===== src/rtl/aom_pkg.sv =====
package aom_pkg;
  localparam int RD_PORTS = 2;

  typedef enum logic [1:0] {
    ST_IDLE  = 2'd0,
    ST_READ  = 2'd1,
    ST_WRITE = 2'd2
  } cuState_e;

  typedef struct packed {
    logic                latchOp;
    logic [RD_PORTS-1:0] capOperand;
    logic                latchResult;
  } cuStrobe_t;
endpackage


===== src/rtl/aom_alu.sv =====
module aom_alu #(
  parameter int DATA_W  = 16,
  parameter int OPC_W   = 2,
  parameter int OPC_ADD = 1
) (
  input  logic [OPC_W-1:0]  opcode,
  input  logic              invertA,
  input  logic [DATA_W-1:0] opA,
  input  logic [DATA_W-1:0] opB,
  output logic [DATA_W-1:0] result
);
  logic [DATA_W-1:0] effA;

  always_comb begin
    effA = invertA ? ~opA : opA;
    if (opcode == OPC_W'(OPC_ADD)) result = effA + opB;
    else                           result = effA;
  end
endmodule


===== src/rtl/aom_ctrl.sv =====
module aom_ctrl
  import aom_pkg::*;
(
  input  logic                clk,
  input  logic                rstN,
  input  logic                issueIn,
  input  logic                zeroAIn,
  input  logic                immValidIn,
  input  logic [RD_PORTS-1:0] rdMaskIn,
  input  logic [RD_PORTS-1:0] rdGoIn,
  input  logic                wrGoIn,
  output logic                busyOut,
  output logic [RD_PORTS-1:0] rdRelOut,
  output logic                wrRelOut,
  output cuStrobe_t           strb
);
  cuState_e            state;
  logic [RD_PORTS-1:0] pending;
  logic [RD_PORTS-1:0] nextPending;
  logic [RD_PORTS-1:0] suppress;

  always_comb begin
    suppress         = rdMaskIn | {immValidIn, zeroAIn};
    nextPending      = pending & ~rdGoIn;
    strb.latchOp     = (state == ST_IDLE) && issueIn;
    strb.capOperand  = pending & rdGoIn;
    strb.latchResult = (state == ST_READ) && (nextPending == '0);
    busyOut          = (state != ST_IDLE);
    wrRelOut         = (state == ST_WRITE);
    rdRelOut         = pending;
  end

  always_ff @(posedge clk) begin
    if (!rstN) begin
      state   <= ST_IDLE;
      pending <= '0;
    end else begin
      unique case (state)
        ST_IDLE: if (issueIn) begin
          state   <= ST_READ;
          pending <= ~suppress;
        end
        ST_READ: begin
          pending <= nextPending;
          if (nextPending == '0) state <= ST_WRITE;
        end
        ST_WRITE: if (wrGoIn) state <= ST_IDLE;
        default: begin
          state   <= ST_IDLE;
          pending <= '0;
        end
      endcase
    end
  end
endmodule


===== src/rtl/aom_dpath.sv =====
module aom_dpath
  import aom_pkg::*;
#(
  parameter int DATA_W  = 16,
  parameter int OPC_W   = 2,
  parameter int OPC_ADD = 1
) (
  input  logic                             clk,
  input  logic                             rstN,
  input  cuStrobe_t                        strb,
  input  logic [OPC_W-1:0]                 opcodeIn,
  input  logic                             invertAIn,
  input  logic                             zeroAIn,
  input  logic [DATA_W-1:0]                immIn,
  input  logic                             immValidIn,
  input  logic [RD_PORTS-1:0]              rdMaskIn,
  input  logic [RD_PORTS-1:0][DATA_W-1:0]  srcIn,
  input  logic                             wrRelIn,
  output logic [DATA_W-1:0]                resultOut
);
  logic [OPC_W-1:0]    opcodeR;
  logic                invertR, zeroR, immValidR;
  logic [DATA_W-1:0]   immR;
  logic [RD_PORTS-1:0] maskR;
  logic [DATA_W-1:0]   operandR   [RD_PORTS];
  logic [DATA_W-1:0]   operandFwd [RD_PORTS];
  logic [DATA_W-1:0]   aluA, aluB, aluY, resultR;

  always_ff @(posedge clk) begin
    if (!rstN) begin
      opcodeR   <= '0;
      invertR   <= 1'b0;
      zeroR     <= 1'b0;
      immValidR <= 1'b0;
      immR      <= '0;
      maskR     <= '0;
    end else if (strb.latchOp) begin
      opcodeR   <= opcodeIn;
      invertR   <= invertAIn;
      zeroR     <= zeroAIn;
      immValidR <= immValidIn;
      immR      <= immIn;
      maskR     <= rdMaskIn;
    end
  end

  // one capture register per read port, bypassed in the grant cycle
  for (genvar p = 0; p < RD_PORTS; p++) begin : g_port
    always_ff @(posedge clk) begin
      if (!rstN)                   operandR[p] <= '0;
      else if (strb.capOperand[p]) operandR[p] <= srcIn[p];
    end
    assign operandFwd[p] = strb.capOperand[p] ? srcIn[p] : operandR[p];
  end

  always_comb begin
    aluA = (zeroR || maskR[0]) ? '0 : operandFwd[0];
    if (immValidR)     aluB = immR;
    else if (maskR[1]) aluB = '0;
    else               aluB = operandFwd[1];
  end

  aom_alu #(.DATA_W(DATA_W), .OPC_W(OPC_W), .OPC_ADD(OPC_ADD)) u_alu (
    .opcode (opcodeR),
    .invertA(invertR),
    .opA    (aluA),
    .opB    (aluB),
    .result (aluY)
  );

  always_ff @(posedge clk) begin
    if (!rstN)                 resultR <= '0;
    else if (strb.latchResult) resultR <= aluY;
  end

  assign resultOut = wrRelIn ? resultR : '0;
endmodule


===== src/rtl/alu_op_manager.sv =====
module alu_op_manager
  import aom_pkg::*;
#(
  parameter int DATA_W  = 16,
  parameter int OPC_W   = 2,
  parameter int OPC_ADD = 1
) (
  input  logic                clk,
  input  logic                rstN,
  input  logic                issueIn,
  input  logic [OPC_W-1:0]    opcodeIn,
  input  logic                invertAIn,
  input  logic                zeroAIn,
  input  logic [DATA_W-1:0]   immIn,
  input  logic                immValidIn,
  input  logic [RD_PORTS-1:0] rdMaskIn,
  output logic                busyOut,
  output logic [RD_PORTS-1:0] rdRelOut,
  input  logic [RD_PORTS-1:0] rdGoIn,
  input  logic [DATA_W-1:0]   srcAIn,
  input  logic [DATA_W-1:0]   srcBIn,
  output logic                wrRelOut,
  input  logic                wrGoIn,
  output logic [DATA_W-1:0]   resultOut
);
  cuStrobe_t                       strb;
  logic [RD_PORTS-1:0][DATA_W-1:0] srcVec;

  assign srcVec[0] = srcAIn;
  assign srcVec[1] = srcBIn;

  aom_ctrl u_ctrl (
    .clk       (clk),
    .rstN      (rstN),
    .issueIn   (issueIn),
    .zeroAIn   (zeroAIn),
    .immValidIn(immValidIn),
    .rdMaskIn  (rdMaskIn),
    .rdGoIn    (rdGoIn),
    .wrGoIn    (wrGoIn),
    .busyOut   (busyOut),
    .rdRelOut  (rdRelOut),
    .wrRelOut  (wrRelOut),
    .strb      (strb)
  );

  aom_dpath #(.DATA_W(DATA_W), .OPC_W(OPC_W), .OPC_ADD(OPC_ADD)) u_dpath (
    .clk       (clk),
    .rstN      (rstN),
    .strb      (strb),
    .opcodeIn  (opcodeIn),
    .invertAIn (invertAIn),
    .zeroAIn   (zeroAIn),
    .immIn     (immIn),
    .immValidIn(immValidIn),
    .rdMaskIn  (rdMaskIn),
    .srcIn     (srcVec),
    .wrRelIn   (wrRelOut),
    .resultOut (resultOut)
  );
endmodule


===== config.mk =====
export PLATFORM = sky130hd
export DESIGN_NAME = alu_op_manager
export DESIGN_NICKNAME = d
export VERILOG_FILES = /design/src/rtl/aom_pkg.sv /design/src/rtl/aom_alu.sv /design/src/rtl/aom_ctrl.sv /design/src/rtl/aom_dpath.sv /design/src/rtl/alu_op_manager.sv
export SDC_FILE = /design/constraint.sdc
export NUM_CORES = 1
export LEC_CHECK = 0
export BUFFER_PORTS_ARGS = -buffer_cell sky130_fd_sc_hd__buf_2
export CAP_MARGIN = 20
export CORE_MARGIN = 2
export CORE_UTILIZATION = 57
export CTS_CLUSTER_DIAMETER = 120
export CTS_CLUSTER_SIZE = 8
export DETAILED_ROUTE_END_ITERATION = 7
export PLACE_DENSITY = 0.77
export SETUP_SLACK_MARGIN = 0.5
export SYNTH_ARGS = -nofsm -noshare
export SYNTH_HDL_FRONTEND = slang
export SYNTH_HIERARCHICAL = 1
export SYNTH_SLANG_ARGS = --single-unit

===== constraint.sdc =====
create_clock -name clk -period 4 [get_ports clk]
set_input_delay 0.2 -clock clk [delete_from_list [all_inputs] [get_ports clk]]
set_output_delay 0.2 -clock clk [all_outputs]
set_load 0.02 [all_outputs]

# Yosys cells after proc, flatten, opt, wreduce, memory -nomap -nowiden
# Memory sizes are Yosys's and may differ from the RTL's.
# Index checks and enable logic that the tools add are counted.
totals:
  regBits: 43
  n_memories: 1
  ram_bits: 32
  in_bits: 61
op_classes:
  reduce_logical: 8
  bitwise_logic: 9
  n_eq_ne: 6
  addsub: 1
  muxes: 23
memory_table:
  columns: ["memory", "depth", "word_bits", "read_ports", "rd_ports_with_merged_regs", "wr", "line_no", "text"]
  rows:
  - ["u_dpath.operandR", 2, 16, 2, 0, 2, "aom_dpath.sv:25", "logic [DATA_W-1:0] operandR [RD_PORTS];"]
op_table:
  columns: ["operator", "count"]
  rows:
  - ["16-bit 2-to-1 mux", 10]
  - ["16-bit adder", 1]
  - ["16-bit NOT", 1]
  - ["2-bit one-hot mux with 3 select lines", 2]
  - ["2-bit 2-to-1 mux", 4]
  - ["1-bit 2-to-1 mux", 7]
  - ["2-bit inequality test (second input constant)", 3]
  - ["2-bit bitwise AND", 2]
  - ["2-bit by 1-bit equality test with 1-bit output (second input constant)", 2]
  - ["2-bit zero test", 2]
  - ["2-bit NOT", 2]
  - ["3-bit AND reduction", 1]
  - ["2-bit equality test (second input constant)", 1]
  - ["1-bit logical AND", 2]
  - ["1-bit bitwise OR", 2]
  - ["2-bit bitwise OR", 1]
  - ["2-bit AND reduction", 1]
  - ["2-bit nonzero test", 1]
  - ["1-bit logical OR", 1]
  - ["1-bit NOT", 1]

# Longest topological paths before layout
depth:
  word_depth: 7
  depth_mapped: 16
  mapped_depth_nobuf: 15

# Cells and area by module
# The synthesis kept the hierarchy.
modules_own_cells:
  columns: ["mod", "cells_per_inst", "instances", "area_per_inst_um2", "seq_area_each_um2"]
  rows:
  - ["aom_dpath", 309, 1, 3434.5, 1741.7]
  - ["aom_alu", 155, 1, 1062.3, 0.0]
  - ["aom_ctrl", 29, 1, 237.7, 80.1]

# Least setup slack after synthesis
# No wires, ideal clock.
synth_path:
  path_type: "register -> register"
  from: "register u_ctrl.pending[0], in the netlist u_ctrl/rdRelOut[0]"
  to: "register u_dpath.resultR[12]"
  n_path_buf: 2
  path_slack_ns: 0.858
  synth_period_minus_slack_ns: 3.142
  arrival_time_ns: 3.026
  stages_incl_launch_ff: 16
  required_time_ns: 3.884
  setup_time_ns: 0.116
  path_cell_list: "dfxtp_1 -> and2_1 -> buf_2 -> buf_4 -> mux2i_1 -> nor2_1 -> xor2_1 -> ha_1 -> nor2b_4 -> o2111a_1 -> o211a_1 -> a2111oi_2 -> xor2_1 -> a21oi_1 -> mux2i_1 -> nor2b_1"
synth_lines:
  columns: ["element", "line_no", "text"]
  rows:
  - ["start: declaration", "aom_ctrl.sv:18", "logic [RD_PORTS-1:0] pending;"]
  - ["start signal: assignment", "aom_ctrl.sv:41", "pending <= ~suppress;"]
  - ["start signal: assignment", "aom_ctrl.sv:44", "pending <= nextPending;"]
  - ["end signal: assignment", "aom_dpath.sv:73", "else if (strb.latchResult) resultR <= aluY;"]
  - ["end: declaration", "aom_dpath.sv:27", "logic [DATA_W-1:0] aluA, aluB, aluY, resultR;"]

# Worst setup path after layout
layout_path:
  from: "register u_dpath.immValidR"
  to: "register u_dpath.resultR[12]"
layout_via:
  elab_chain_cells: 3
layout_rtl:
  columns: ["element", "line_no", "text"]
  rows:
  - ["start: declaration", "aom_dpath.sv:22", "logic invertR, zeroR, immValidR;"]
  - ["start signal: assignment", "aom_dpath.sv:41", "immValidR <= immValidIn;"]
  - ["16-bit 2-to-1 mux", "aom_dpath.sv:58", "if (immValidR) aluB = immR;"]
  - ["via u_dpath.aluB[2]", "aom_dpath.sv:27", null]
  - ["16-bit adder", "aom_alu.sv:16", "if (opcode == OPC_W'(OPC_ADD)) result = effA + opB;"]
  - ["16-bit 2-to-1 mux", "aom_alu.sv:16", null]
  - ["via u_dpath.aluY[12]", "aom_dpath.sv:27", null]
# The timed path passes the listed nets, and every way through them passes these cells.
# A chain may end at the register's enable or synchronous reset.

==> results.cfg <==
[setup_path]
r2r_setup_slack_ps = 830
crit_family = compound AO/OA/AOI/OAI gates
worst-path-buf-inv = 2
r2r_cells = 13
crit_slowest_cell = ha_1
crit_path_start_kind = flop
cpPeakStageDelay_ps = 340
reg2reg_from = u_dpath/immValidR
cp_cell_sequence = buf_4, or2_1, buf_4, o21ai_0, ha_1, nor2b_4, o2111a_1, o211a_1, a2111oi_2, xor2_1, a21oi_1, mux2i_1, nor2b_1
rr_endpoint = u_dpath/resultR[12]
crit_top_cell = buf_4
worstPathMaxFanout = 18
worst_setup_path_end_kind = flop
critPathKind = flop to flop
crit_arrival_ps = 3420
cp.required_ps = 4250

[sta]
drv_slew = 0
skew_ps = 7.16
timing.fmax_mhz = 315
hold_viol = 0
setup_tns_ps = 0
rsz0062_at_grt = no
hold_ws_ps = 99.8
setup_ws_ps = 830
layout_min_cycle_time_ps = 3170
tightestPinTransition_ps = 990
setup_viol = 0
relSlewSlack_pct = 34.0
post-route-period-util_pct = 79.3

[detailed_routing]
wl_per_cell_um = 16.6
vias = 3739
routed_wl_mm = 11.1
firstDrtPassIters = 5
drc_errors = 0
drt_first_iter_violations = 287
antenna_left = 0
vias_per_cell = 5.59

[clock_network]
clock_sinks = 75
cts_max_level = 3
cts_root_buffer = clkbuf_8
clkTransAtPathRegs_ps = 80
cts_buffer_depth = 2
cts_tree = done
cts_made_buffers = 9
hold_buffers = 0
clk_latency_ps = 350

[final_layout]
drive_above_1_share_pct = 22.7
num_antenna_cells = 0
final_nets = 638
layout_common_cells = buf_2, mux2i_1, dfxtp_1
area_growth_syn_to_layout_pct = 13.2
layout_commonest_cell = buf_2

[pwr]
p_leak_nw = 2.39
p_per_area_nw_per_um2 = 393
ir_drop_mv = 0.215

[floorplan]
dieArea_um2 = 9050
io_pins = 81
core-area_um2 = 8130
placementRows = 33
die_w_um = 95.1
start_util_pct = 58.2
die_h_um = 95.1

[job]
cap_violations = 0

[grt]
grt_pass1_wl_mm = 17.5
antenna_found_initial = 0
grtUsageTotal_pct = 25.7
grt_pass1_vias = 3368
globalRouteOverflowTotal = 0
grt_max_degree = 51

[run_status]
status = complete, no violations

[worst_hold_path]
min_path_type = input port to flop
holdPathEnd = u_dpath/immR[5]
holdPathStages = 3
worstHoldStart = immIn[5]

[synth]
synth-edff-count = 32
synth_ff_type = dfxtp_1
syn_inst = 493
synth_fp_nets = 572
yosysWarnings = 6
ys_types = 49
synth_seq_cells = 75
synth_area_um2 = 4730
syn_area_per_cell_um2 = 9.60
yosysSeqAreaShare_pct = 38.5
synthArstFlopShare_pct = 0

[placed_design]
dp_hpwl_mm = 8.33
portBuffers = 80
globalplace.congestion = 0.943
preCtsSetupSlack_ps = 563
## synth_stat cells (3+ instances only)
cell      count  area share [%]
a21oi_1      25             2.6
a31oi_1       3            0.40
and2_1       19             2.5
and3_1       32             4.2
buf_2        10             1.1
buf_4         6            0.95
buf_6         3            0.71
clkbuf_1     14             1.1
dfxtp_1      43              18
edfxtp_1     32              20
ha_1         17             4.5
inv_1         6            0.48
mux2i_1      71              15
nand2_1      27             2.1
nand2b_1      5            0.66
nand3_1       3            0.32
nor2_1       42             3.3
nor2b_1      41             5.4
nor3_1        5            0.53
o21a_1        4            0.63
o21ai_0      15             1.6
o21ai_2      10             1.8
xnor2_1       4            0.74
xor2_1       25             4.6
## layout make-up
class	instances	area (µm²)
fillers	687	2780
multi-input cells	376	2690
flip-flops and latches	75	1820
repair buffers	91	490
clock buffers	11	145
well taps	105	131
clock inverters	5	61.3
inverters	6	22.5
## report_power, final
group | switching (mW) | internal (mW)
registers | 0.0279 | 0.852
logic | 0.360 | 0.254
clock network | 0.294 | 0.316
total | 0.682 | 1.42
## state kept, by name, summed over array words and instances, names as in the netlist
| name | count |
|---|---|
| u_dpath/resultR | 16 |
| u_dpath/zeroR | 1 |
| u_dpath/immValidR | 1 |
| u_dpath/maskR | 2 |
| u_ctrl/state | 2 |
| u_dpath/immR | 16 |
| u_ctrl/rdRelOut | 2 |
| u_dpath/opcodeR | 2 |
| u_dpath/invertR | 1 |
| u_dpath/operandR | 32 |
## worst min-delay path, delay by kind of cell
| family | cells | cell delay [ps] |
|---|---|---|
| buffers and inverters | 1 | 70 |
| muxes | 1 | 50 |
| and+or+nand+nor | 1 | 90 |
## kinds of logic (layout without fill, tap and decap cells)
| kind of cell | Yosys count | in the layout | share of synthesized area [%] |
|---|---|---|---|
| AOI/OAI and AO/OA | 73 | 73 | 10.0 |
| xor gates and xnor gates | 29 | 29 | 5.36 |
| adders and majority gates | 18 | 18 | 4.92 |
| buffers and inverters | 42 | 113 | 4.94 |
| DFF | 75 | 75 | 38.5 |
| muxes | 73 | 73 | 15.6 |
| and+or+nand+nor | 183 | 183 | 20.7 |
## metrics by stage
| step | area, µm² | cells | power [mW] | util (%) |
|---|---|---|---|---|
| finish | 5360 | 669 | 2.10 | 65.9 |
| CTS | 5330 | 667 | 2.11 | 65.5 |
| global placement | 5120 | 651 | 1.48 | 63.0 |
| detailed placement | 5120 | 651 | 1.50 | 63.0 |
| global route | 5360 | 669 | 2.22 | 65.9 |
| floorplan | 4730 | 493 | 1.36 | - |
## per-layer routing
metal  track usage (%)  vias up  share of wire [%]
met3              3.56       13                6.2
met1              38.6     1742                 48
met4              8.70        0                1.4
met2              37.8      130                 44
met5                 0        -                  0
li1                  -     1854                  -
## worst max path at each step
stage	startpoint	end	slack (ps)	cells after the start
finish	u_dpath/immValidR	u_dpath/resultR[12]	830	13
floorplan	u_ctrl/rdRelOut[0]	u_dpath/resultR[12]	860	15
global route	u_ctrl/rdRelOut[0]	u_dpath/resultR[15]	500	14
CTS	u_ctrl/rdRelOut[0]	u_dpath/resultR[15]	530	14
detailed placement	u_ctrl/rdRelOut[0]	u_dpath/resultR[15]	560	14
global placement	u_ctrl/rdRelOut[0]	u_dpath/resultR[15]	620	14
## repair_timing
action,4_1_cts,5_1_grt
buffers inserted,0,2
endpoints found under the hold margin,0,0
gates resized for setup,0,5
setup endpoints to repair,0,9
(Power assumes the default switching activity.)
